`src/rtl/jspi_pkg.sv`:
```
package jspi_pkg;
  typedef enum logic [1:0] {
    PH_IDLE = 2'd0,
    PH_HDR  = 2'd1,
    PH_PAY  = 2'd2,
    PH_DONE = 2'd3
  } phase_e;
endpackage

```
`src/rtl/jspi_frame_parser.sv`:
```
module jspi_frame_parser
  import jspi_pkg::*;
#(
  parameter int LEN_W = 32
) (
  input  logic   tck_i,
  input  logic   rst_ni,
  input  logic   active_i,
  input  logic   tdi_i,
  output phase_e phase_o
);
  localparam int IDX_W = $clog2(LEN_W);
  localparam logic [IDX_W-1:0] IDX_LAST = IDX_W'(LEN_W - 1);

  phase_e           ph_q;
  logic [LEN_W-1:0] hdr_q;
  logic [LEN_W-1:0] cnt_q;
  logic [IDX_W-1:0] idx_q;

  always_ff @(posedge tck_i or negedge rst_ni) begin
    if (!rst_ni) begin
      ph_q  <= PH_IDLE;
      hdr_q <= '0;
      cnt_q <= '0;
      idx_q <= '0;
    end else if (!active_i) begin
      ph_q  <= PH_IDLE;
      cnt_q <= '0;
      idx_q <= '0;
    end else begin
      unique case (ph_q)
        PH_IDLE: if (tdi_i) begin
          ph_q  <= PH_HDR;
          idx_q <= '0;
        end
        PH_HDR: begin
          // header arrives LSB first: shift right, newest bit on top
          hdr_q <= {tdi_i, hdr_q[LEN_W-1:1]};
          idx_q <= idx_q + 1'b1;
          if (idx_q == IDX_LAST) begin
            cnt_q <= {tdi_i, hdr_q[LEN_W-1:1]};
            ph_q  <= PH_PAY;
          end
        end
        PH_PAY: begin
          if (cnt_q == '0) ph_q <= PH_DONE;
          else             cnt_q <= cnt_q - 1'b1;
        end
        default: ph_q <= PH_DONE;
      endcase
    end
  end

  assign phase_o = ph_q;

  assert_cnt_step_R3: assert property (@(posedge tck_i) disable iff (!rst_ni)
    (ph_q == PH_PAY && active_i && cnt_q != '0) |=> (cnt_q == $past(cnt_q) - 1'b1));
  assert_idle_hold_R2: assert property (@(posedge tck_i) disable iff (!rst_ni)
    (ph_q == PH_IDLE && !tdi_i) |=> (ph_q == PH_IDLE));
  assert_exit_clear_R8: assert property (@(posedge tck_i) disable iff (!rst_ni)
    !active_i |=> (ph_q == PH_IDLE && cnt_q == '0));
  assert_done_sticky_R10: assert property (@(posedge tck_i) disable iff (!rst_ni)
    (ph_q == PH_DONE && active_i) |=> (ph_q == PH_DONE));
endmodule

```
`src/rtl/jspi_cs_ctrl.sv`:
```
module jspi_cs_ctrl
  import jspi_pkg::*;
(
  input  logic   tck_i,
  input  logic   rst_ni,
  input  logic   active_i,
  input  phase_e phase_i,
  input  logic   tdi_i,
  output logic   spi_cs_no,
  output logic   spi_sck_o,
  output logic   spi_mosi_o
);
  logic cs_n_q;

  // falling-edge update keeps SCK free of a partial pulse at frame edges
  always_ff @(negedge tck_i or negedge rst_ni) begin
    if (!rst_ni) cs_n_q <= 1'b1;
    else         cs_n_q <= (phase_i != PH_PAY);
  end

  assign spi_cs_no  = cs_n_q | ~active_i;
  assign spi_sck_o  = tck_i & ~spi_cs_no;
  assign spi_mosi_o = tdi_i & ~spi_cs_no;

  assert_cs_in_pay_R4: assert property (@(posedge tck_i) disable iff (!rst_ni)
    !spi_cs_no |-> (phase_i == PH_PAY));
  assert_cs_after_done_R4: assert property (@(posedge tck_i) disable iff (!rst_ni)
    (phase_i == PH_DONE) |-> spi_cs_no);
endmodule

```
`src/rtl/jspi_miso_capture.sv`:
```
module jspi_miso_capture (
  input  logic tck_i,
  input  logic rst_ni,
  input  logic cs_ni,
  input  logic miso_i,
  output logic tdo_o
);
  logic miso_q;

  always_ff @(posedge tck_i or negedge rst_ni) begin
    if (!rst_ni)     miso_q <= 1'b0;
    else if (!cs_ni) miso_q <= miso_i;
  end

  assign tdo_o = miso_q;

  assert_tdo_hold_R7: assert property (@(posedge tck_i) disable iff (!rst_ni)
    cs_ni |=> $stable(tdo_o));
endmodule

```
`src/rtl/jspi_bridge.sv`:
```
module jspi_bridge
  import jspi_pkg::*;
#(
  parameter int LEN_W = 32
) (
  input  logic tck_i,
  input  logic rst_ni,
  input  logic tdi_i,
  output logic tdo_o,
  input  logic user_sel_i,
  input  logic shift_dr_i,
  input  logic tlr_i,
  output logic spi_cs_no,
  output logic spi_sck_o,
  output logic spi_mosi_o,
  input  logic spi_miso_i
);
  logic   active;
  phase_e phase;

  assign active = user_sel_i & shift_dr_i & ~tlr_i;

  jspi_frame_parser #(.LEN_W(LEN_W)) i_parser (
    .tck_i   (tck_i),
    .rst_ni  (rst_ni),
    .active_i(active),
    .tdi_i   (tdi_i),
    .phase_o (phase)
  );

  jspi_cs_ctrl i_cs (
    .tck_i     (tck_i),
    .rst_ni    (rst_ni),
    .active_i  (active),
    .phase_i   (phase),
    .tdi_i     (tdi_i),
    .spi_cs_no (spi_cs_no),
    .spi_sck_o (spi_sck_o),
    .spi_mosi_o(spi_mosi_o)
  );

  jspi_miso_capture i_cap (
    .tck_i (tck_i),
    .rst_ni(rst_ni),
    .cs_ni (spi_cs_no),
    .miso_i(spi_miso_i),
    .tdo_o (tdo_o)
  );
endmodule

```
`config.mk`:
```
export PLATFORM = sky130hd
export DESIGN_NAME = jspi_bridge
export DESIGN_NICKNAME = d
export VERILOG_FILES = /design/src/rtl/jspi_pkg.sv /design/src/rtl/jspi_frame_parser.sv /design/src/rtl/jspi_cs_ctrl.sv /design/src/rtl/jspi_miso_capture.sv /design/src/rtl/jspi_bridge.sv
export SDC_FILE = /design/constraint.sdc
export NUM_CORES = 1
export LEC_CHECK = 0
export BUFFER_PORTS_ARGS = -buffer_cell sky130_fd_sc_hd__buf_2
export CORE_ASPECT_RATIO = 1.2
export CORE_MARGIN = 2
export CORE_UTILIZATION = 40
export CTS_BUF_LIST = sky130_fd_sc_hd__clkbuf_8
export CTS_CLUSTER_DIAMETER = 150
export DETAILED_ROUTE_END_ITERATION = 16
export PLACE_DENSITY = 0.67
export SLEW_MARGIN = 20
export SYNTH_ARGS = -nofsm -noshare
export SYNTH_HDL_FRONTEND = slang
export SYNTH_SLANG_ARGS = --single-unit
export TNS_END_PERCENT = 100
```
`constraint.sdc`:
```
create_clock -name tck_i -period 2.3 [get_ports tck_i]
set_input_delay 0.23 -clock tck_i [delete_from_list [all_inputs] [get_ports tck_i]]
set_output_delay 0.23 -clock tck_i [all_outputs]
set_load 0.03 [all_outputs]
```
==> reports/summary.txt, run 1 <==
Status: finished with violations
Violations in the final reports: negative setup slack
Number of antenna violations at the first check in global routing: 0
TritonCTS clock tree: yes
RR Endpoint: i_cap.tdo_o$_DFFE_PN0N_
Detailed placer's ending HPWL: 6091 um
Chain of cells forming the critical path: nand2b_4, nor2_2, buf_6
Count of different cell masters after synthesis: 59
Total congestion overflow: 0
Via Count: 3210
Post-Synthesis Cells: 380
Data required time at the worst endpoint: 2.07 ns
Pin slew with the least headroom to its limit: 0.7000 ns
Port Buffers: 10
Remaining antenna violation count: 0
Number of storage elements in the synthesis netlist: 72
GR Util All Layers: 18.78%
Count of cells along the worst hold path: 2
Reg-to-reg setup timing slack: -0.16 ns
Finish-stage setup viols: 5
Critical Path Sink Type: output port
Clock Latency Late Sink: 0.40 ns
Critical Path Fanout Max: 4
CTS max path bufs: 2
Non-filler instance count after layout: 543
Finished layout cell area: 0.004486 mm^2
Worst endpoint data arrival time: 2.37 ns
Pwr Density: 524.1 mW/mm^2
Start of the worst register-to-register path: i_cs.cs_n_q$_DFF_NN1_
Leak pwr: 0.002055 uW
Max-slew violations: 0
Proportion of netlist area held by the largest area contributor: 46.71%
Die Footprint: 0.01031 mm^2
Worst VDD drop: 0.3680 mV
Number of clock buffers inserted by TritonCTS: 9
FF-to-FF path depth: 4
Critical Path Source Type: flip-flop
Layout cells sized above 1: 27.62%
Die Y-Extent: 110.8 um
Async set-or-reset flop fraction in the synthesized netlist: 100.0%
Sequential share of the synthesized area: 47.40%
Via count of the first global-routing pass: 3129
First-pass iteration count of the detailed router: 5
Core footprint: 0.009369 mm^2
Post-DP Area: 0.004172 mm^2
Headroom to the max-slew limit: 53.33%
Post-synth net total: 390
Synth Flop Type: dfrtp_1
CTS H-tree lvls: 3
Area delta synth->final: 17.93%
Maximum number of pins on one net before global-route repair: 55
Number of diodes added for antenna fixing: 0
Fillers: 889
Final worst-path setup slack: -0.3025 ns
Placer congestion estimate: 0.8810
Slowest cell on the critical path: dfstp_2
Path type of the worst setup path: flip-flop to output port
Die span in x: 93.02 um
Routed vias/inst: 5.912
Drt wl/cell: 16.94 um
Starting utilization of the core area: 40.60%
Clock transition time at the flip-flop clock pins of the worst setup and hold paths: 0.08 ns
Root Driver: clkbuf_8
Synth warn: 0
Number of flops mapped to enable cells by yosys: 0
Post-detailed-routing wire length: 9200 um
Number of rows in the core area: 39
Boundary pin count: 11
Final routed DRC violation total: 0
Hold path startpoint: spi_miso_i
Nets: 425
Largest clock skew in the final design: 0.03811 ns
Cell type with the highest aggregate area in the netlist: dfrtp_1
Peak per-stage delay on the critical path: 0.51 ns
Average cell area after synthesis: 10.01 um^2
Post-synthesis instance area: 0.003804 mm^2
Biggest area contributors in the synthesized netlist: dfrtp_1 (47%), mux2_2 (9.5%), nor2_1 (3.4%), o21ai_1 (3.2%), nor3_1 (3.0%)
Drt initial violations: 319
Hold Violations, Final: 0
Max Cap Violations: 0
Unrepaired setup endpoints after global routing: yes
Worst-case hold path end point: i_cap.tdo_o$_DFFE_PN0N_
Post-Place Cells: 519
First-pass GRT wire length: 15430 um
Kind of path behind the tightest hold check: input port to flip-flop
## sequential cells by signal (all words and copies together), names as in the netlist
| register | flops |
|---|---|
| i_parser.hdr_q | 31 |
| i_parser.idx_q | 5 |
| i_parser.cnt_q | 32 |
| i_cs.cs_n_q | 1 |
| i_cap.tdo_o | 1 |
| i_parser.phase_o | 2 |
## kinds of logic (layout without fill, tap and decap cells)
logic type / Yosys count / after routing / share of synthesized area, %
compound gates: 121 / 121 / 20.66
flops: 72 / 72 / 47.40
buf+inv: 34 / 74 / 3.783
mux: 35 / 35 / 10.26
simple gates: 115 / 115 / 16.91
fa+ha+maj: 3 / 3 / 0.9869
## per-layer routing
layer | vias up | global-route usage [%] | part of all wire (%)
li1 | 1496 | - | -
met4 | 0 | 9.608 | 3.2
met3 | 27 | 3.943 | 4.4
met5 | - | 0 | 0
met1 | 1580 | 24.64 | 44
met2 | 107 | 29.23 | 49
## per-stage QoR
step	power, uW	setup slack (ns)	utilization, %	TNS [ns]	hold WS (ns)
3_3_place_gp	1397	0.07262	44.52	0	0.2935
4_1_cts	2374	-0.3143	46.94	-1.000	0.09513
5_1_grt	2443	-0.3462	47.88	-1.217	0.09373
2_1_floorplan	1348	-0.03633	-	-0.03633	-0.06559
6_report	2351	-0.3025	47.88	-1.052	0.1086
3_5_place_dp	1400	-0.005974	44.52	-0.005974	0.2903
## where the power goes
part | internal [uW] | switching (uW) | total [uW]
logic | 30.2 | 61.7 | 91.8
clock network | 490 | 496 | 985
registers | 1270 | 3.31 | 1270
## what timing repair did
item                                    in CTS  in global routing
hold buffers                                 1                  0
hold endpoints to repair                    17                  0
pin swaps                                    0                  4
endpoints found under the setup margin       6                 34
cloned                                       0                  2
setup buffers                                1                  3
resized for setup                            6                 15
## how the worst max path moves through the flow
stage                               startpoint                        endpoint  slack (ns)  depth (start not counted)
2_1_floorplan  i_parser.phase_o[1]$_DFFE_PN0P_           i_cs.cs_n_q$_DFF_NN1_       -0.04                          5
3_3_place_gp             i_cs.cs_n_q$_DFF_NN1_         i_cap.tdo_o$_DFFE_PN0N_        0.07                          2
3_5_place_dp     i_parser.idx_q[0]$_DFFE_PN0P_  i_parser.cnt_q[23]$_DFFE_PN0P_      -0.006                          7
4_1_cts                  i_cs.cs_n_q$_DFF_NN1_                      spi_mosi_o       -0.31                          3
5_1_grt                  i_cs.cs_n_q$_DFF_NN1_                      spi_mosi_o       -0.35                          3
6_report                 i_cs.cs_n_q$_DFF_NN1_                      spi_mosi_o       -0.30                          3
## critical path: cells and delay by family (launching register included)
kind	cells	cell delay [ns]
flip-flops	1	0.51
buffers and inverters	1	0.13
AND/OR/NAND/NOR	2	0.19
## Yosys cell counts (4+ instances only)
master    instances
a21oi_1          19
a22o_1            5
a22oi_1          10
a31oi_1           9
a32oi_1           4
and2_1            5
and3_1            4
buf_2             4
clkbuf_1         16
dfrtp_1          71
inv_1             8
mux2_2           32
nand2_1          13
nor2_1           34
nor3_1           23
nor4_1            6
o21ai_0          19
o21ai_1          24
o31ai_1           8
or3_1             4
## cell type report
cell class | instances | area [um^2] | share of cell area [%]
well taps | 123 | 153.9 | 3.431
inverters | 8 | 35.03 | 0.7810
multi-input cells | 274 | 1932 | 43.07
clock inverters | 9 | 67.56 | 1.506
flip-flops and latches | 72 | 1803 | 40.20
clock buffers | 10 | 135.1 | 3.013
repair buffers | 47 | 359.1 | 8.006
## cell usage in the layout (no fill, tap or decap), types with 4 or more instances in the layout
cell type / n
dfrtp_1: 71
buf_4: 34
mux2_2: 32
nor2_1: 31
o21ai_1: 24
nor3_1: 22
o21ai_0: 19
a21oi_1: 19
nand2_1: 13
a22oi_1: 10
inv_1: 9
a31oi_1: 9
clkbuf_8: 9
o31ai_1: 8
buf_2: 8
and2_1: 5
a22o_1: 5
and3_1: 4
or3_1: 4
nor4_1: 4
a32oi_1: 4
buf_6: 4
Power figures use the tool's default switching activity.
==> run 2: changes to the inputs <==
--- a/config.mk
+++ b/config.mk
@@ -6,13 +6,16 @@
 export NUM_CORES = 1
 export LEC_CHECK = 0
 export BUFFER_PORTS_ARGS = -buffer_cell sky130_fd_sc_hd__buf_2
+export CELL_PAD_IN_SITES_DETAIL_PLACEMENT = 0
+export CELL_PAD_IN_SITES_GLOBAL_PLACEMENT = 2
 export CORE_ASPECT_RATIO = 1.2
 export CORE_MARGIN = 2
-export CORE_UTILIZATION = 40
+export CORE_UTILIZATION = 38
 export CTS_BUF_LIST = sky130_fd_sc_hd__clkbuf_8
 export CTS_CLUSTER_DIAMETER = 150
 export DETAILED_ROUTE_END_ITERATION = 16
-export PLACE_DENSITY = 0.67
+export PLACE_DENSITY = 0.87
+export SKIP_LAST_GASP = 1
 export SLEW_MARGIN = 20
 export SYNTH_ARGS = -nofsm -noshare
 export SYNTH_HDL_FRONTEND = slang
==> reports/summary.txt, run 2 (synthesis gave the netlist of run 1 again) <==
Number of diodes added for antenna fixing: 0 (unchanged)
GR Util All Layers: 18.42% (was 18.78%)
Headroom to the max-slew limit: 38.16% (was 53.33%)
Die Footprint: 0.01083 mm^2 (was 0.01031 mm^2)
Worst endpoint data arrival time: 2.34 ns (was 2.37 ns)
Data required time at the worst endpoint: 2.07 ns (about the same)
Remaining antenna violation count: 0 (unchanged)
Boundary pin count: 11 (unchanged)
Pin slew with the least headroom to its limit: 0.9277 ns (was 0.7000 ns)
Finished layout cell area: 0.004463 mm^2 (was 0.004486 mm^2)
Internal portion of total power: 1739 uW (was 1790 uW)
Post-layout util: 45.27% (was 47.88%)
Overall power of the completed layout: 2280 uW (was 2351 uW)
Unrepaired setup endpoints after global routing: yes (unchanged)
Most common cell after layout, fill and taps aside: dfrtp_1 (unchanged)
Comb power frac: 3.8% (was 3.9%)
Largest clock skew in the final design: 0.04138 ns (was 0.03811 ns)
Post-DP Area: 0.004202 mm^2 (was 0.004172 mm^2)
Drt wl/cell: 17.08 um (was 16.94 um)
Area delta synth->final: 17.34% (was 17.93%)
Status: finished with violations (unchanged)
Combined buffer and inverter count along the critical path: 1 (unchanged)
Final routed DRC violation total: 0 (unchanged)
Biggest register: i_parser.cnt_q (unchanged)
Max-slew violations: 0 (unchanged)
Pwr Density: 510.9 mW/mm^2 (was 524.1 mW/mm^2)
Max Cap Violations: 0 (unchanged)
Maximum number of pins on one net before global-route repair: 72 (was 55)
Detailed placer's ending HPWL: 6139 um (was 6091 um)
Via Count: 3108 (was 3210)
Number of antenna violations at the first check in global routing: 0 (unchanged)
Kind of cell adding the most delay to the critical path: flip-flops (unchanged)
Placer congestion estimate: 0.8077 (was 0.8810)
Nets: 422 (was 425)
Root Driver: clkbuf_8 (unchanged)
First-pass iteration count of the detailed router: 4 (was 5)
Flip-flop count of the largest register, all copies and words added: 32 (unchanged)
CTS H-tree lvls: 3 (unchanged)
Hold-fix buffers at CTS: 0 (was 1)
Switching power as a share of total power: 23.73% (was 23.85%)
Peak per-stage delay on the critical path: 0.51 ns (about the same)
Hold Violations, Final: 0 (unchanged)
Critical Path Sink Type: output port (unchanged)
Path type of the worst setup path: flip-flop to output port (unchanged)
Clock Latency Late Sink: 0.38 ns (was 0.40 ns)
Worst VDD drop: 0.3958 mV (was 0.3680 mV)
Power share of the clock group: 40.3% (was 41.9%)
Slowest cell on the critical path: dfstp_2 (unchanged)
Worst hold slack: 0.1171 ns (was 0.1086 ns)
Violations in the final reports: negative setup slack (unchanged)
Via count of the first global-routing pass: 3072 (was 3129)
Net switching power: 541.0 uW (was 560.6 uW)
Most frequent cells in the layout: dfrtp_1 (71), mux2_2 (32), buf_4 (32), nor2_1 (31), o21ai_1 (24) (was dfrtp_1 (71), buf_4 (34), mux2_2 (32), nor2_1 (31), o21ai_1 (24))
Registers with the highest flip-flop counts: i_parser.cnt_q x32, i_parser.hdr_q x31, i_parser.idx_q x5 (unchanged)
Starting utilization of the core area: 38.58% (was 40.60%)
First-pass GRT wire length: 15500 um (was 15430 um)
Post-detailed-routing wire length: 9259 um (was 9200 um)
Total congestion overflow: 0 (unchanged)
Port Buffers: 10 (unchanged)
CTS max path bufs: 2 (unchanged)
Die span in x: 95.33 um (was 93.02 um)
Chain of cells forming the critical path: nand2b_4, nor2_2, buf_6 (unchanged)
Fillers: 942 (was 889)
Clock transition time at the flip-flop clock pins of the worst setup and hold paths: 0.06 ns (was 0.08 ns)
Finish-stage setup viols: 5 (unchanged)
Leak pwr: 0.002049 uW (was 0.002055 uW)
Critical Path Source Type: flip-flop (unchanged)
Routed vias/inst: 5.734 (was 5.912)
Number of rows in the core area: 40 (was 39)
TritonCTS clock tree: yes (unchanged)
Number of clock buffers inserted by TritonCTS: 9 (unchanged)
Kind of path behind the tightest hold check: input port to async pin (was input port to flip-flop)
Final worst-path setup slack: -0.2739 ns (was -0.3025 ns)
Layout cells sized above 1: 27.40% (was 27.62%)
Sequential Power Share: 55.9% (was 54.2%)
Drt initial violations: 237 (was 319)
Core footprint: 0.009859 mm^2 (was 0.009369 mm^2)
Die Y-Extent: 113.6 um (was 110.8 um)
Critical Path Fanout Max: 4 (unchanged)
[run 2: per-layer routing]
metal  wire [um]  track usage [%]
met1        4091            24.83
met2        4610            29.58
met3         432            3.435
met5           0                0
met4         124            6.570
[run 2: final cells by class]
class                   count  area, um^2  share of cell area, %
well taps                 126       157.7                  3.532
inverters                   8       35.03                 0.7850
clock inverters             6       27.53                 0.6168
repair buffers             44       342.8                  7.682
multi-input cells         274        1934                  43.34
clock buffers              12       162.7                  3.645
flip-flops and latches     72        1803                  40.40
[run 2: metrics by stage]
stage | TNS, ns | instances | setup slack (ns)
2_1_floorplan | -0.03633 | 380 | -0.03633
3_3_place_gp | 0 | 523 | 0.07227
3_5_place_dp | -0.04305 | 523 | -0.02754
4_1_cts | -0.9077 | 540 | -0.2840
5_1_grt | -1.027 | 542 | -0.3126
6_report | -0.8734 | 542 | -0.2739
[run 2: worst paths after layout]
path	start	to	slack (ns)	depth (start not counted)
worst min-delay path	rst_ni	i_cap.tdo_o$_DFFE_PN0N_	0.12	2
worst max-delay path	i_cs.cs_n_q$_DFF_NN1_	spi_mosi_o	-0.27	3
min in group tck_i	spi_miso_i	i_cap.tdo_o$_DFFE_PN0N_	0.12	2
max in group asynchronous	rst_ni	i_cs.cs_n_q$_DFF_NN1_	1.33	1
worst min register to register	i_parser.cnt_q[28]$_DFFE_PN0P_	i_parser.cnt_q[28]$_DFFE_PN0P_	0.49	1
worst max register to register	i_cs.cs_n_q$_DFF_NN1_	i_cap.tdo_o$_DFFE_PN0N_	-0.06	3
[run 2: worst reg2reg max path, stage by stage (launching register included)]
cell	delay [ns]
dfstp_2	0.51
nand2b_4	0.14
buf_4	0.11
mux2_2	0.31
[run 2: what timing repair did]
action,CTS,global route
endpoints found under the setup margin,7,33
gates resized for setup,6,11
endpoints found under the hold margin,0,0
buffers inserted,1,1
cloned,0,1
[run 2: power groups by stage]
stage	combinational (uW)	clock, uW	sequential (uW)
finish	87.6	918	1270
global route	99.1	991	1270
CTS	89.5	944	1270
detailed placement	88.9	12.6	1300
global placement	88.0	12.6	1300
floorplan	35.4	12.6	1300
